$ cat config.mk
export PLATFORM = sky130hd
export DESIGN_NAME = pipe_ctl
export DESIGN_NICKNAME = d
export VERILOG_FILES = /design/src/rtl/pipe_ctl_pkg.sv /design/src/rtl/hz_detect.sv /design/src/rtl/fwd_pick.sv /design/src/rtl/br_resolve.sv /design/src/rtl/pc_reg.sv /design/src/rtl/pipe_ctl.sv
export SDC_FILE = /design/constraint.sdc
export NUM_CORES = 1
export LEC_CHECK = 0
export BUFFER_PORTS_ARGS = -buffer_cell sky130_fd_sc_hd__clkbuf_2
export CAP_MARGIN = 20
export CORE_UTILIZATION = 55
export DETAILED_ROUTE_END_ITERATION = 10
export HOLD_SLACK_MARGIN = 0.05
export PLACE_DENSITY = 0.94
export SLEW_MARGIN = 30
export SYNTH_ARGS = -nofsm -noshare
export SYNTH_HDL_FRONTEND = slang
export SYNTH_SLANG_ARGS = --single-unit
$ cat constraint.sdc
create_clock -name clk -period 10.9 [get_ports clk]
set_input_delay 2.18 -clock clk [delete_from_list [all_inputs] [get_ports clk]]
set_output_delay 2.18 -clock clk [all_outputs]
set_load 0.005 [all_outputs]
$ cat src/rtl/pipe_ctl_pkg.sv
// Shared encodings for the pipeline control unit.
// Assumes: all users compare against these values only through the typedefs.
package pipe_ctl_pkg;

    typedef enum logic [1:0] {
        NS_SEQ  = 2'd0,
        NS_BR   = 2'd1,
        NS_JUMP = 2'd2
    } next_sel_e;

    typedef enum logic [1:0] {
        SRC_RF  = 2'd0,
        SRC_MEM = 2'd1,
        SRC_WB  = 2'd2
    } src_sel_e;

endpackage

$ cat src/rtl/hz_detect.sv
// Stall detector: load-use interlock and branch operand readiness.
// Assumes: a load also writes its destination; register 0 is constant zero.
module hz_detect #(
    parameter int RIDX = 5
) (
    input  logic [RIDX-1:0] id_rs,
    input  logic [RIDX-1:0] id_rt,
    input  logic            id_use_rs,
    input  logic            id_use_rt,
    input  logic            id_is_branch,
    input  logic [RIDX-1:0] ex_rd,
    input  logic            ex_wen,
    input  logic            ex_load,
    input  logic [RIDX-1:0] mem_rd,
    input  logic            mem_load,
    output logic            stall
);
    logic ex_live, mem_ld_live;
    logic ex_hit, mem_hit;
    logic load_use, br_wait;

    // Qualify producers: nonzero destination only.
    always_comb begin
        ex_live     = (ex_wen || ex_load) && (ex_rd != '0);
        mem_ld_live = mem_load && (mem_rd != '0);
    end

    // Match producers against the decode sources.
    always_comb begin
        ex_hit  = (id_use_rs && id_rs == ex_rd) || (id_use_rt && id_rt == ex_rd);
        mem_hit = (id_rs == mem_rd) || (id_rt == mem_rd);
    end

    // Combine the load-use and branch-readiness conditions.
    always_comb begin
        load_use = ex_load && ex_live && ex_hit;
        br_wait  = id_is_branch &&
                   ((ex_live && ((id_rs == ex_rd) || (id_rt == ex_rd))) ||
                    (mem_ld_live && mem_hit));
        stall    = load_use || br_wait;
    end
endmodule

$ cat src/rtl/fwd_pick.sv
// Operand source select for one execute-stage operand.
// Assumes: the memory-stage value is newer than the writeback value.
module fwd_pick #(
    parameter int RIDX = 5
) (
    input  logic [RIDX-1:0] src,
    input  logic [RIDX-1:0] mem_rd,
    input  logic            mem_wen,
    input  logic [RIDX-1:0] wb_rd,
    input  logic            wb_wen,
    output logic [1:0]      sel
);
    import pipe_ctl_pkg::*;

    // Priority pick: memory stage first, then writeback, then register file.
    always_comb begin
        if (src != '0 && mem_wen && mem_rd == src)
            sel = SRC_MEM;
        else if (src != '0 && wb_wen && wb_rd == src)
            sel = SRC_WB;
        else
            sel = SRC_RF;
    end
endmodule

$ cat src/rtl/br_resolve.sv
// Decode-stage branch/jump resolution: comparator, its forwarding and targets.
// Assumes: pc is the address of the delay slot; branch and jump are exclusive.
module br_resolve #(
    parameter int XLEN = 32,
    parameter int RIDX = 5,
    parameter int IMMW = 16
) (
    input  logic [XLEN-1:0]   pc,
    input  logic              stall,
    input  logic [RIDX-1:0]   id_rs,
    input  logic [RIDX-1:0]   id_rt,
    input  logic              id_is_branch,
    input  logic              id_branch_ne,
    input  logic              id_is_jump,
    input  logic [IMMW-1:0]   id_imm,
    input  logic [XLEN-7:0]   id_jidx,
    input  logic [XLEN-1:0]   id_rs_data,
    input  logic [XLEN-1:0]   id_rt_data,
    input  logic [RIDX-1:0]   mem_rd,
    input  logic              mem_wen,
    input  logic              mem_load,
    input  logic [XLEN-1:0]   mem_result,
    output logic              cmp_fwd_a,
    output logic              cmp_fwd_b,
    output logic              taken,
    output logic [1:0]        next_sel,
    output logic [XLEN-1:0]   next_pc
);
    import pipe_ctl_pkg::*;
    localparam int EXTW = XLEN - IMMW;

    logic            mem_alu_live;
    logic [XLEN-1:0] opa, opb, imm_ext, br_tgt, jmp_tgt;
    logic            jump_go;

    // Comparator input forwarding from a non-load memory-stage result.
    always_comb begin
        mem_alu_live = mem_wen && !mem_load && (mem_rd != '0);
        cmp_fwd_a    = mem_alu_live && (mem_rd == id_rs);
        cmp_fwd_b    = mem_alu_live && (mem_rd == id_rt);
        opa          = cmp_fwd_a ? mem_result : id_rs_data;
        opb          = cmp_fwd_b ? mem_result : id_rt_data;
    end

    // Condition evaluation and target arithmetic.
    always_comb begin
        taken   = id_is_branch && !stall && ((opa == opb) ^ id_branch_ne);
        jump_go = id_is_jump && !id_is_branch && !stall;
        imm_ext = {{EXTW{id_imm[IMMW-1]}}, id_imm};
        br_tgt  = pc + (imm_ext << 2);
        jmp_tgt = {pc[XLEN-1:XLEN-4], id_jidx, 2'b00};
    end

    // Next-PC source choice.
    always_comb begin
        if (taken) begin
            next_sel = NS_BR;
            next_pc  = br_tgt;
        end else if (jump_go) begin
            next_sel = NS_JUMP;
            next_pc  = jmp_tgt;
        end else begin
            next_sel = NS_SEQ;
            next_pc  = pc + XLEN'(4);
        end
    end
endmodule

$ cat src/rtl/pc_reg.sv
// Program counter register with hold.
// Assumes: synchronous active-low reset to address zero.
module pc_reg #(
    parameter int XLEN = 32
) (
    input  logic            clk,
    input  logic            rst_n,
    input  logic            hold,
    input  logic [XLEN-1:0] next_pc,
    output logic [XLEN-1:0] pc
);
    // Load the chosen next address unless held.
    always_ff @(posedge clk) begin
        if (!rst_n)
            pc <= '0;
        else if (!hold)
            pc <= next_pc;
    end
endmodule

$ cat src/rtl/pipe_ctl.sv
// Hazard and branch control for a five-stage pipeline with one delay slot.
// Assumes: the datapath applies stall to its fetch/decode register and bubble
// to the execute-stage control flags; the register file is write-then-read.
module pipe_ctl #(
    parameter int XLEN = 32,
    parameter int RIDX = 5,
    parameter int IMMW = 16
) (
    input  logic              clk,
    input  logic              rst_n,
    input  logic [RIDX-1:0]   id_rs,
    input  logic [RIDX-1:0]   id_rt,
    input  logic              id_use_rs,
    input  logic              id_use_rt,
    input  logic              id_is_branch,
    input  logic              id_branch_ne,
    input  logic              id_is_jump,
    input  logic [IMMW-1:0]   id_imm,
    input  logic [XLEN-7:0]   id_jidx,
    input  logic [XLEN-1:0]   id_rs_data,
    input  logic [XLEN-1:0]   id_rt_data,
    input  logic [RIDX-1:0]   ex_rs,
    input  logic [RIDX-1:0]   ex_rt,
    input  logic [RIDX-1:0]   ex_rd,
    input  logic              ex_wen,
    input  logic              ex_load,
    input  logic [RIDX-1:0]   mem_rd,
    input  logic              mem_wen,
    input  logic              mem_load,
    input  logic [XLEN-1:0]   mem_result,
    input  logic [RIDX-1:0]   wb_rd,
    input  logic              wb_wen,
    output logic [XLEN-1:0]   pc,
    output logic [1:0]        next_sel,
    output logic              stall,
    output logic              bubble,
    output logic [1:0]        fwd_a,
    output logic [1:0]        fwd_b,
    output logic              cmp_fwd_a,
    output logic              cmp_fwd_b,
    output logic              branch_taken
);
    localparam int NSRC = 2;

    logic [XLEN-1:0] next_pc;
    logic [RIDX-1:0] ex_src [NSRC];
    logic [1:0]      ex_sel [NSRC];

    hz_detect #(.RIDX(RIDX)) u_hz (
        .id_rs(id_rs), .id_rt(id_rt),
        .id_use_rs(id_use_rs), .id_use_rt(id_use_rt),
        .id_is_branch(id_is_branch),
        .ex_rd(ex_rd), .ex_wen(ex_wen), .ex_load(ex_load),
        .mem_rd(mem_rd), .mem_load(mem_load),
        .stall(stall)
    );

    // Bubble accompanies every stall so the held decode slot issues nothing.
    always_comb bubble = stall;

    // Gather the execute-stage sources for the per-operand selectors.
    always_comb begin
        ex_src[0] = ex_rs;
        ex_src[1] = ex_rt;
    end

    for (genvar g = 0; g < NSRC; g++) begin : g_fwd
        fwd_pick #(.RIDX(RIDX)) u_pick (
            .src(ex_src[g]),
            .mem_rd(mem_rd), .mem_wen(mem_wen),
            .wb_rd(wb_rd), .wb_wen(wb_wen),
            .sel(ex_sel[g])
        );
    end

    // Drive the operand select ports.
    always_comb begin
        fwd_a = ex_sel[0];
        fwd_b = ex_sel[1];
    end

    br_resolve #(.XLEN(XLEN), .RIDX(RIDX), .IMMW(IMMW)) u_br (
        .pc(pc), .stall(stall),
        .id_rs(id_rs), .id_rt(id_rt),
        .id_is_branch(id_is_branch), .id_branch_ne(id_branch_ne),
        .id_is_jump(id_is_jump), .id_imm(id_imm), .id_jidx(id_jidx),
        .id_rs_data(id_rs_data), .id_rt_data(id_rt_data),
        .mem_rd(mem_rd), .mem_wen(mem_wen), .mem_load(mem_load),
        .mem_result(mem_result),
        .cmp_fwd_a(cmp_fwd_a), .cmp_fwd_b(cmp_fwd_b),
        .taken(branch_taken), .next_sel(next_sel), .next_pc(next_pc)
    );

    pc_reg #(.XLEN(XLEN)) u_pc (
        .clk(clk), .rst_n(rst_n), .hold(stall),
        .next_pc(next_pc), .pc(pc)
    );
endmodule

# Word-level counts from Yosys, hierarchy flattened

Cells that the tools add are included.

Bits in registers: 32
Input port bits: 185
Output and inout bits: 43
Logic and storage cells: 67

$add $sub $neg: 2
Equality and inequality tests: 12
Mux-type cells: 10
Bitwise operators: 2
Reductions and logical operators: 39

Operators by type and width:

| kind                                           | count |
|---|---|
| 2-to-1 mux 32 bit                              | 4 |
| == test 5 bit                                  | 10 |
| adder 32 x 3 -> 32 bit (second input constant) | 1 |
| adder 32 bit                                   | 1 |
| == test 32 bit                                 | 1 |
| logical AND 1 bit                              | 25 |
| nonzero test 5 bit                             | 4 |
| 2-to-1 mux 2 bit                               | 6 |
| logical OR 1 bit                               | 6 |
| logical NOT 1 bit                              | 3 |
| != test 2 bit (second input constant)          | 1 |
| AND reduction 2 bit                            | 1 |
| NOT 1 bit                                      | 1 |
| XOR 1 bit                                      | 1 |

# Depth between registers and ports, before layout

Gate-level depths: netlist (run 1).

Depth after elaboration: 11
Depth in mapped cells: 17
Depth with buffers taken out: 14

# By module

A second synthesis (run 1) with hierarchy kept.

Cells, all modules: 936
Area, all modules: 6677.7 µm²

Modules (own cells, without submodules):

| module     | times used | cells each | area an instance (µm²) | sequential area each (µm²) |
|---|---|---|---|---|
| br_resolve | 1          | 760        | 4879.7                 | 0.0 |
| pc_reg     | 1          | 103        | 1243.7                 | 640.6 |
| fwd_pick   | 2          | 18         | 138.9                  | 0.0 |
| hz_detect  | 1          | 36         | 269.0                  | 0.0 |
| pipe_ctl   | 1          | 1          | 7.5                    | 0.0 |

# Worst setup path before layout (run 1)

OpenSTA, ideal clock, no wires.

Kind: input -> output
Start point: input port mem_rd[0]
End point: output port next_sel[0]
Arrival: 5.332 ns
Required time: 8.720 ns
Setup slack: 3.388 ns
Stages: 16
Buffers on the path: 6
Cells stage by stage: buf_4 nor2b_1 a2111o_1 or4_1 buf_2 or4_4 buf_6 o211ai_1 o211ai_1 nor4_1 nand4_1 mux2i_1 buf_4 buf_12 inv_2 buf_4

Word-level cells in the longest chain between the ends: 10
Elaborated cells between the ends (all ways): 22
Those cells by class: 5 x eq/ne; 3 x mux; 1 x bitwise; 13 x reduce/logical

RTL lines:

| item                                                      | line             | RTL |
|---|---|---|
| from (decl)                                               | pipe_ctl.sv:27   | `input logic [RIDX-1:0] mem_rd,` |
| branches (longest 8 deep; another with 2-to-1 mux 32 bit) | -                |  |
| logical AND 1 bit (*)                                     | br_resolve.sv:47 | `taken = id_is_branch && !stall && ((opa == opb) ^ id_branch_ne);` |
| named net branch_taken                                    | pipe_ctl.sv:41   | `output logic branch_taken` |
| 2-to-1 mux 2 bit (*)                                      | br_resolve.sv:56 | `if (taken) begin` |
| to (decl)                                                 | pipe_ctl.sv:34   | `output logic [1:0] next_sel,` |

Mark *: on every way through the listed nets, which the timed path passes.

# Final worst setup path (run 1)

Start point: input port mem_rd[3]
End point: output port branch_taken

Word-level cells in the longest chain between the ends: 9
Elaborated cells between the ends (all ways): 21
Those cells by class: 5 x eq/ne; 2 x mux; 1 x bitwise; 13 x reduce/logical

RTL lines:

| item                                                      | line |
|---|---|
| branches (longest 8 deep; another with 2-to-1 mux 32 bit) | - |
| logical AND 1 bit (*)                                     | br_resolve.sv:47 |
| to (decl)                                                 | pipe_ctl.sv:41 |

Mark *: on every way between the ends.

==> results of run 1 <==
[logic make-up after synthesis]
| family | count (synthesis) | share of synthesized area (%) |
|---|---|---|
| flops | 30 | 10.7 |
| compound gates | 282 | 34.1 |
| xor+xnor | 117 | 18.2 |
| fa+ha+maj | 31 | 7.04 |
| other cells | 1 | 0.0668 |
| mux | 26 | 4.65 |
| buf+inv | 92 | 7.51 |
| simple gates | 194 | 17.7 |
[power breakdown]
part	switching (uW)	internal, uW	total, uW
clock	45.8	50.9	96.8
combinational	171	155	326
sequential	27.9	125	153
total	245	330	575
[per-layer routing]
layer / share of wire [%] / up-vias
met4: 4.0 / 0
li1: - / 3310
met5: 0 / -
met1: 41 / 3110
met2: 47 / 337
met3: 7.6 / 67
[final cells by class]
type                            count  area (sq um)  share of cell area (%)
Clock buffer                        7          86.3                    1.27
Clock inverter                      1          5.00                  0.0735
Inverter                           48           180                    2.65
Multi-Input combinational cell    652          4620                    67.8
Sequential cell                    30           601                    8.82
Tap cell                          133           166                    2.44
Timing Repair Buffer              229          1160                    17.0
[cells in the mapped netlist (all sizes together), types with 7 or more instances]
cell / instances
o21ai: 67
a21oi: 63
xnor2: 60
xor2: 57
inv: 46
nand2: 46
nand3: 34
a221oi: 33
dfxtp: 30
ha: 30
nor2: 27
clkbuf: 26
mux2i: 25
o22a: 25
buf: 18
a21o: 17
nor3: 16
nand4: 14
o22ai: 13
o221ai: 12
and3: 10
o211ai: 9
and2: 8
nand2b: 8
nor4: 7
o21a: 7
[worst min-delay path, delay by kind of cell (launching register included)]
kind            cells  cell delay (ns)
flops               1             0.36
simple gates        1             0.07
compound gates      1             0.07
[metrics by stage]
| step | std cells | cell area (sq um) | utilization (%) |
|---|---|---|---|
| 3_3_place_gp | 1092 | 6720 | 68.4 |
| 2_1_floorplan | 774 | 5620 | - |
| 5_1_grt | 1100 | 6810 | 69.4 |
| 3_5_place_dp | 1092 | 6720 | 68.4 |
| 6_report | 1100 | 6810 | 69.4 |
| 4_1_cts | 1100 | 6810 | 69.4 |
[path summary, 6_finish.rpt]
kind	start	end	slack [ns]
setup / recovery	mem_rd[3]	branch_taken	2.20
hold / removal	u_pc.pc[31]	u_pc.pc[31]	0.55
setup reg to reg	u_pc.pc[9]	u_pc.pc[28]	7.35
hold reg to reg	u_pc.pc[31]	u_pc.pc[31]	0.55
==> summary.md, run 1 <==
| Metric | Value |
|---|---|
| CP Depth | 14 |
| Largest cells by area after synthesis | dfxtp_1 (11%), xnor2_1 (9.4%), xor2_1 (8.9%) |
| Share of cells above drive strength 1 | 25.9% |
| Drt drc | 0 |
| Fin Hold WS | 0.551 ns |
| H-tree depth | 2 |
| Dpl ws | 2.32 ns |
| Clock Sinks | 30 |
| Fmax | 115 MHz |
| Clk Latency, worst-skew pair | 0.29 ns |
| Outcome | finished, final reports clean |
| Post-Syn Instances | 773 |
| Post-synth EDFFs | 0 |
| Post-CTS setup buffer count | 0 |
| Gr ovfl total | 0 |
| Drt first pass iters | 5 |
| Pwr Total | 575 uW |
| Worst hold path cell count | 2 |
| Worst Skew | 0.00432 ns |
| Critical Path RT | 8.72 ns |
| Post-CTS Hold Fix Bufs | 0 |
| DRT iter0 DRCs | 467 |
| Core Region | 9820 sq um |
| Synth top area share | 10.7% |
| Final period util | 79.8% |
| Via count | 6824 |
| Crit Path Class | input port to output port |
| Largest net degree at the start of global routing | 40 |
| Fin. Hold Viols | 0 |
| Largest area contributor in the netlist | dfxtp_1 |
| Maximum vdd drop | 0.0702 mV |
| Num CTS Buffers | 5 |
| N_diodes | 0 |
| Final setup violation count | 0 |
| Die ar. | 10600 sq um |
| Port bufs | 225 |
| Met1 track utilization from global routing | 40.5% |
| Syn Area/Cell | 7.27 sq um |
| TritonCTS clock tree | yes |
| Number of vias per cell | 6.20 |
| Die Width | 103 microns |
| Vias in the first global route | 6085 |
| Setup TNS | 0 ns |
| R2r worst-path depth | 12 |
| Clock slew seen by the registers of the worst setup and hold paths | 0.07 ns |
| CP Capture Type | output port |
| CP Data Arrival Time | 6.52 ns |
| Met3 Resource Use GR | 5.69% |
| RePlAce Congestion | 0.917 |
| Worst path top cell family by delay | buffers and inverters |
| Most common cell after layout, fill and taps aside | clkbuf_2 |
| Filler Cell Count | 847 |
| Met2 GRT Util | 56.9% |
| Longest Clk Path Bufs | 2 |
| Root buffer cell | clkbuf_8 |
| Antenna Nets Post-Route | 0 |
| Hold Crit Class | register to register |
| Initial antenna violation count | 0 |
| Die Ht | 103 microns |
| IO Pins | 228 |
| CP Max Fanout | 39 |
| HPWL Detailed | 13900 microns |
| Critical path's slowest cell | clkinv_1 |
| Crit path time final | 8.70 ns |
| Main synth FF type | dfxtp_1 |
| Synth unique cells | 62 |
| Max cap viols | 0 |
| Slew @ Worst Pin | 0.946 ns |
| Commonest cells after routing, fill and taps aside | clkbuf_2 (225), o21ai_0 (65), a21oi_1 (63) |
| First-pass GRT wire length | 28100 microns |
| Crit path launch type | input port |
| Crit path buffers/inverters | 5 |
| CP max stage delay | 0.93 ns |
| Sequential fraction of the synthesis area | 10.7% |
| RSZ-0062 raised after global routing | no |
| Yosys reg bits | 30 |
| All-Layer GR Usage | 33.3% |
| Synth Cell Area | 5620 sq um |
| Nets | 1182 |
| Slew HR | 36.6% |
| Max reg flops | 30 |
| Worst-path cell chain | clkbuf_2 > or4_1 > o21ai_1 > or4_1 > clkinv_1 > a221oi_1 > a21oi_1 > o22ai_1 > nor4_1 > nand4_1 > mux2i_4 > buf_4 > inv_2 > clkbuf_2 |
| WL/cell | 16.5 microns |
| Initial core utilization | 57.2% |
| CTS resizes | 0 |
| Leakage Power | 0.00328 uW |
| Slew Limit Fails | 0 |
| Share of synthesized flip-flops with an asynchronous set or reset | 0% |
| Pwr dens | 84.5 nW/um^2 |
| Synth-to-layout area growth | 21.2% |
| Post-layout worst setup margin | 2.20 ns |
| Rows | 36 |
| Final wirelength | 18200 microns |
| Synth warn | 0 |
| GRT busiest layer | met2 |
(Power assumes the default switching activity.)
==> run 2, diff against run 1 <==
- CORE_UTILIZATION: 55 -> 51
- PLACE_DENSITY: 0.94 -> 0.89
- clock period: 10.9 -> 8.55 ns (I/O delays scaled with it)
==> run 2 against run 1 <==
Worst setup slack lost 1.2 ns; hold slack lost 0.0026 ns; design area is essentially flat; sequential share of layout area is essentially flat; via count shrank 1.0%; clock power grew 21%; global-route usage shrank 1.8 points; critical path depth shrank 1; wire length shrank 0.30%; die area grew 7.7%; clock-buffer cell count shrank 1; highest routed layer unchanged.
==> summary.md, run 2 (same netlist as run 1, synthesis figures left out) <==
| Metric | Value |
|---|---|
| CP Capture Type | output port |
| TritonCTS clock tree | yes |
| Crit path buffers/inverters | 4 |
| Crit path launch type | input port |
| Slew @ Worst Pin | 0.991 ns |
| Outcome | finished, final reports clean |
| Max cap viols | 0 |
| Cell Int Power | 418 uW |
| CP max stage delay | 1.02 ns |
| Num CTS Buffers | 5 |
| Fin. Hold Viols | 0 |
| Die Ht | 107 microns |
| Reg area | 601 sq um |
| R2r worst-path depth | 12 |
| Die Width | 107 microns |
| Gr ovfl total | 0 |
| Rows | 37 |
| Clock slew seen by the registers of the worst setup and hold paths | 0.06 ns |
| Hold Crit Class | register to register |
| Most common cell after layout, fill and taps aside | clkbuf_2 |
| Pwr dens | 106 nW/um^2 |
| All-Layer GR Usage | 31.5% |
| Fmax | 133 MHz |
| Drt first pass iters | 6 |
| CP Data Arrival Time | 5.80 ns |
| Drt drc | 0 |
| Crit path from | mem_rd[3] |
| Clk Latency, worst-skew pair | 0.29 ns |
| Reg power frac | 26.7% |
| Final Util | 64.8% |
| NetSw | 306 uW |
| Switch share | 42.2% |
| Worst path top cell family by delay | simple AND/OR/NAND/NOR gates |
| Final setup violation count | 0 |
| H-tree depth | 2 |
| First-pass GRT wire length | 29500 microns |
| Crit Path Class | input port to output port |
| Die ar. | 11400 sq um |
| Longest Clk Path Bufs | 2 |
| DRT iter0 DRCs | 528 |
| Critical path destination | branch_taken |
| Comb power frac | 57.1% |
| Setup TNS | 0 ns |
| R2r startpoint | u_pc.pc[9] |
| HPWL Detailed | 14200 microns |
| Commonest cells after routing, fill and taps aside | clkbuf_2 (225), o21ai_0 (65), a21oi_1 (63) |
| Root buffer cell | clkbuf_8 |
| Nets | 1182 |
| RSZ-0062 raised after global routing | no |
| R2R Setup Slk | 4.94 ns |
| Vias in the first global route | 6114 |
| IO Pins | 228 |
| Slew Limit Fails | 0 |
| Initial core utilization | 53.5% |
| Via count | 6756 |
| Leakage Power | 0.00328 uW |
| Initial antenna violation count | 0 |
| Core Region | 10500 sq um |
| Crit path time final | 7.51 ns |
| Final period util | 87.8% |
| RePlAce Congestion | 0.969 |
| Worst-path cell chain | clkbuf_2 > or4_1 > o21ai_1 > or4_1 > clkinv_1 > a221oi_1 > a21oi_1 > o22ai_1 > nor4_1 > nand4_1 > mux2i_4 > inv_2 > clkbuf_2 |
| Antenna Nets Post-Route | 0 |
| Port bufs | 225 |
| Synth-to-layout area growth | 21.2% |
| Final wirelength | 18100 microns |
| Critical path's slowest cell | clkinv_1 |
| Reg-to-reg endpoint | u_pc.pc[28] |
| CP Depth | 13 |
| Filler Cell Count | 967 |
| Largest net degree at the start of global routing | 40 |
| Share of cells above drive strength 1 | 25.9% |
| Clock Sinks | 30 |
| Slew HR | 33.5% |
| CP Max Fanout | 34 |
| Number of vias per cell | 6.14 |
| Area of the multi-input gates | 4620 sq um |
| Worst Skew | 0.00914 ns |
| N_diodes | 0 |
| Clk pwr share | 16.1% |
| Post-CTS Hold Fix Bufs | 0 |
| Max reg flops | 30 |
| Post-CTS setup buffer count | 0 |
| WL/cell | 16.4 microns |
| Critical Path RT | 6.84 ns |
| Maximum vdd drop | 0.0842 mV |
| CTS resizes | 0 |
==> run 2: metal layers <==
metal | track usage [%] | share of wire, % | wire (microns)
met1 | 41.5 | 43 | 7700
met2 | 51.5 | 46 | 8410
met3 | 5.59 | 8.6 | 1550
met4 | 11.0 | 2.4 | 441
met5 | 0 | 0 | 0
==> run 2: worst register-to-register path, stage by stage (launching register included) <==
cell and delay, ns:
dfxtp_1 0.48, ha_1 0.37, a41oi_1 0.30, o21ai_0 0.16, a221o_1 0.39, o21ai_0 0.32, a41oi_1 0.27, o41a_1 0.42
a311oi_1 0.29, o21bai_1 0.13, xor2_1 0.16, mux2i_1 0.16, nor2_1 0.05
==> run 2: per-stage QoR <==
stage	hold WS [ns]	total power [uW]	cells	worst slack, ns	cell area, sq um
6_report	0.548	724	1101	1.04	6810
5_1_grt	0.587	779	1101	0.794	6810
4_1_cts	0.544	719	1101	1.12	6800
3_5_place_dp	0.535	602	1095	1.14	6720
3_3_place_gp	0.521	593	1095	1.26	6720
2_1_floorplan	0.509	467	774	1.98	5620
==> run 2: power by group through the flow <==
stage          logic (uW)  clock network [uW]  registers [uW]
5_1_grt               461                 122             197
2_1_floorplan         278                   0             189
3_3_place_gp          398                   0             195
4_1_cts               409                 117             193
3_5_place_dp          406                   0             196
6_report              414                 117             193
==> run 2: worst min path at each step <==
stage	cells after the start	start	end	slack, ns
after floorplan	2	u_pc.pc[31]	u_pc.pc[31]	0.51
after global placement	2	u_pc.pc[20]	u_pc.pc[20]	0.52
after detailed placement	2	u_pc.pc[20]	u_pc.pc[20]	0.54
after CTS	2	u_pc.pc[20]	u_pc.pc[20]	0.54
after global routing	2	u_pc.pc[26]	u_pc.pc[26]	0.59
final	2	u_pc.pc[31]	u_pc.pc[31]	0.55
==> run 2: cell type report <==
type	count	share of cell area [%]
Multi-Input combinational cell	652	67.8
Timing Repair Buffer	229	17.0
Sequential cell	30	8.82
Inverter	48	2.65
Tap cell	136	2.50
Clock buffer	6	1.21
==> run 3, diff against run 2 <==
- clock period: 8.55 -> 8 ns (I/O delays scaled with it)
==> run 3 against run 2 <==
Global-route usage down 0.32 points; highest routed layer unchanged; critical endpoint unchanged; sequential power up 7%; total power up 9.8%; worst setup slack worse by 0.24 ns; hold slack worse by 0.0066 ns; die area unchanged.
==> summary.md, run 3 (same netlist as run 1, synthesis figures left out) <==
| Metric | Value |
|---|---|
| First-pass GRT wire length | 29000 microns |
| Crit path launch type | input port |
| Die Width | 107 microns |
| Max reg flops | 30 |
| Initial core utilization | 53.5% |
| Longest Clk Path Bufs | 2 |
| Die ar. | 11400 sq um |
| Drt first pass iters | 6 |
| Vias in the first global route | 6132 |
| Initial antenna violation count | 0 |
| Die Ht | 107 microns |
| Slew Limit Fails | 0 |
| Post-CTS Hold Fix Bufs | 0 |
| Reg-to-reg endpoint | u_pc.pc[28] |
| Maximum vdd drop | 0.106 mV |
| Comb power frac | 55.4% |
| TritonCTS clock tree | yes |
| Post-CTS setup buffer count | 0 |
| Worst hold path cell count | 2 |
| Commonest cells after routing, fill and taps aside | clkbuf_2 (225), o21ai_0 (65), a21oi_1 (63) |
| Clock slew seen by the registers of the worst setup and hold paths | 0.07 ns |
| H-tree depth | 2 |
| Largest net degree at the start of global routing | 40 |
| Leakage Power | 0.00329 uW |
| Worst Hold End | u_pc.pc[20] |
| Setup TNS | 0 ns |
| Worst hold start | u_pc.pc[20] |
| R2R Setup Slk | 4.39 ns |
| Gr ovfl total | 0 |
| CP Capture Type | output port |
| Nets | 1182 |
| Critical Path RT | 6.40 ns |
| DRT iter0 DRCs | 618 |
| Final wirelength | 17900 microns |
| Final setup violation count | 0 |
| IO Pins | 228 |
| Slew @ Worst Pin | 0.960 ns |
| Crit Path Class | input port to output port |
| Pwr Total | 795 uW |
| CTS resizes | 0 |
| N_diodes | 0 |
| Core Region | 10500 sq um |
| Clock Sinks | 30 |
| Num CTS Buffers | 5 |
| Fmax | 139 MHz |
| R2r worst-path depth | 12 |
| Clk Latency, worst-skew pair | 0.29 ns |
| Port bufs | 225 |
| Fin. Hold Viols | 0 |
| Clk pwr share | 18.7% |
| Via count | 6758 |
| Number of vias per cell | 6.13 |
| All-Layer GR Usage | 31.2% |
| Share of cells above drive strength 1 | 26.0% |
| Outcome | finished, final reports clean |
| Final period util | 90.0% |
| CP Data Arrival Time | 5.60 ns |
| HPWL Detailed | 13800 microns |
| Synth-to-layout area growth | 21.6% |
| RSZ-0062 raised after global routing | no |
| WL/cell | 16.2 microns |
| Reg power frac | 26.0% |
| Max cap viols | 0 |
| Rows | 37 |
| R2r startpoint | u_pc.pc[9] |
| RePlAce Congestion | 0.952 |
| Filler Cell Count | 925 |
| Cell Int Power | 467 uW |
| Drt drc | 0 |
| Final Util | 65.0% |
| Most common cell after layout, fill and taps aside | clkbuf_2 |
| Hold Crit Class | register to register |
| NetSw | 328 uW |
| Root buffer cell | clkbuf_8 |
| Worst Skew | 0.00787 ns |
| CP Max Fanout | 34 |
| Slew HR | 35.6% |
| Antenna Nets Post-Route | 0 |
| Crit path time final | 7.20 ns |
| Switch share | 41.2% |
| Pwr dens | 116 nW/um^2 |
run 3: area by class of cell:
cell class / count / area, sq um / share of cell area [%]
Clock buffer: 8 / 110 / 1.61
Inverter: 48 / 180 / 2.64
Multi-Input combinational cell: 652 / 4620 / 67.6
Sequential cell: 30 / 601 / 8.79
Tap cell: 136 / 170 / 2.49
Timing Repair Buffer: 229 / 1160 / 16.9
run 3: critical path, stage by stage:
cell and delay (ns):
clkbuf_2 0.15, or4_1 0.59, o21ai_1 0.16, or4_1 0.57, clkinv_1 0.98, a221oi_1 0.51
a21oi_1 0.08, o22ai_1 0.20, nor4_1 0.10, nand4_1 0.19, mux2i_4 0.27, inv_2 0.08
clkbuf_2 0.12
run 3: through the flow:
| step | setup WS [ns] | instances | instance area (sq um) | hold slack, ns |
|---|---|---|---|---|
| 3_5_place_dp | 0.882 | 1095 | 6720 | 0.530 |
| 5_1_grt | 0.461 | 1103 | 6830 | 0.593 |
| 4_1_cts | 0.865 | 1103 | 6830 | 0.539 |
| 6_report | 0.801 | 1103 | 6830 | 0.542 |
| 2_1_floorplan | 1.65 | 774 | 5620 | 0.509 |
| 3_3_place_gp | 0.915 | 1095 | 6720 | 0.522 |
run 3: routing by layer:
layer,global-route usage [%],part of all wire [%],up-vias,routed length (microns)
li1,-,-,3294,-
met1,40.4,43,3109,7600
met2,52.3,47,315,8330
met3,5.05,8.0,40,1440
met4,10.6,2.7,0,488
met5,0,0,-,0
run 3: worst max-delay path by stage:
stage | startpoint | to | slack, ns | cells past startpoint
floorplan | mem_rd[0] | next_sel[0] | 1.65 | 16
global placement | mem_rd[3] | branch_taken | 0.92 | 13
detailed placement | mem_rd[3] | branch_taken | 0.88 | 13
CTS | mem_rd[3] | branch_taken | 0.87 | 13
global route | mem_rd[3] | branch_taken | 0.46 | 13
finish | mem_rd[3] | branch_taken | 0.80 | 13
run 3: power by group through the flow:
stage / registers, uW / logic, uW / clock network (uW)
after floorplan: 202 / 297 / 0
after global routing: 211 / 492 / 157
after CTS: 205 / 436 / 150
after detailed placement: 209 / 432 / 0
after global placement: 209 / 426 / 0
final: 207 / 440 / 148
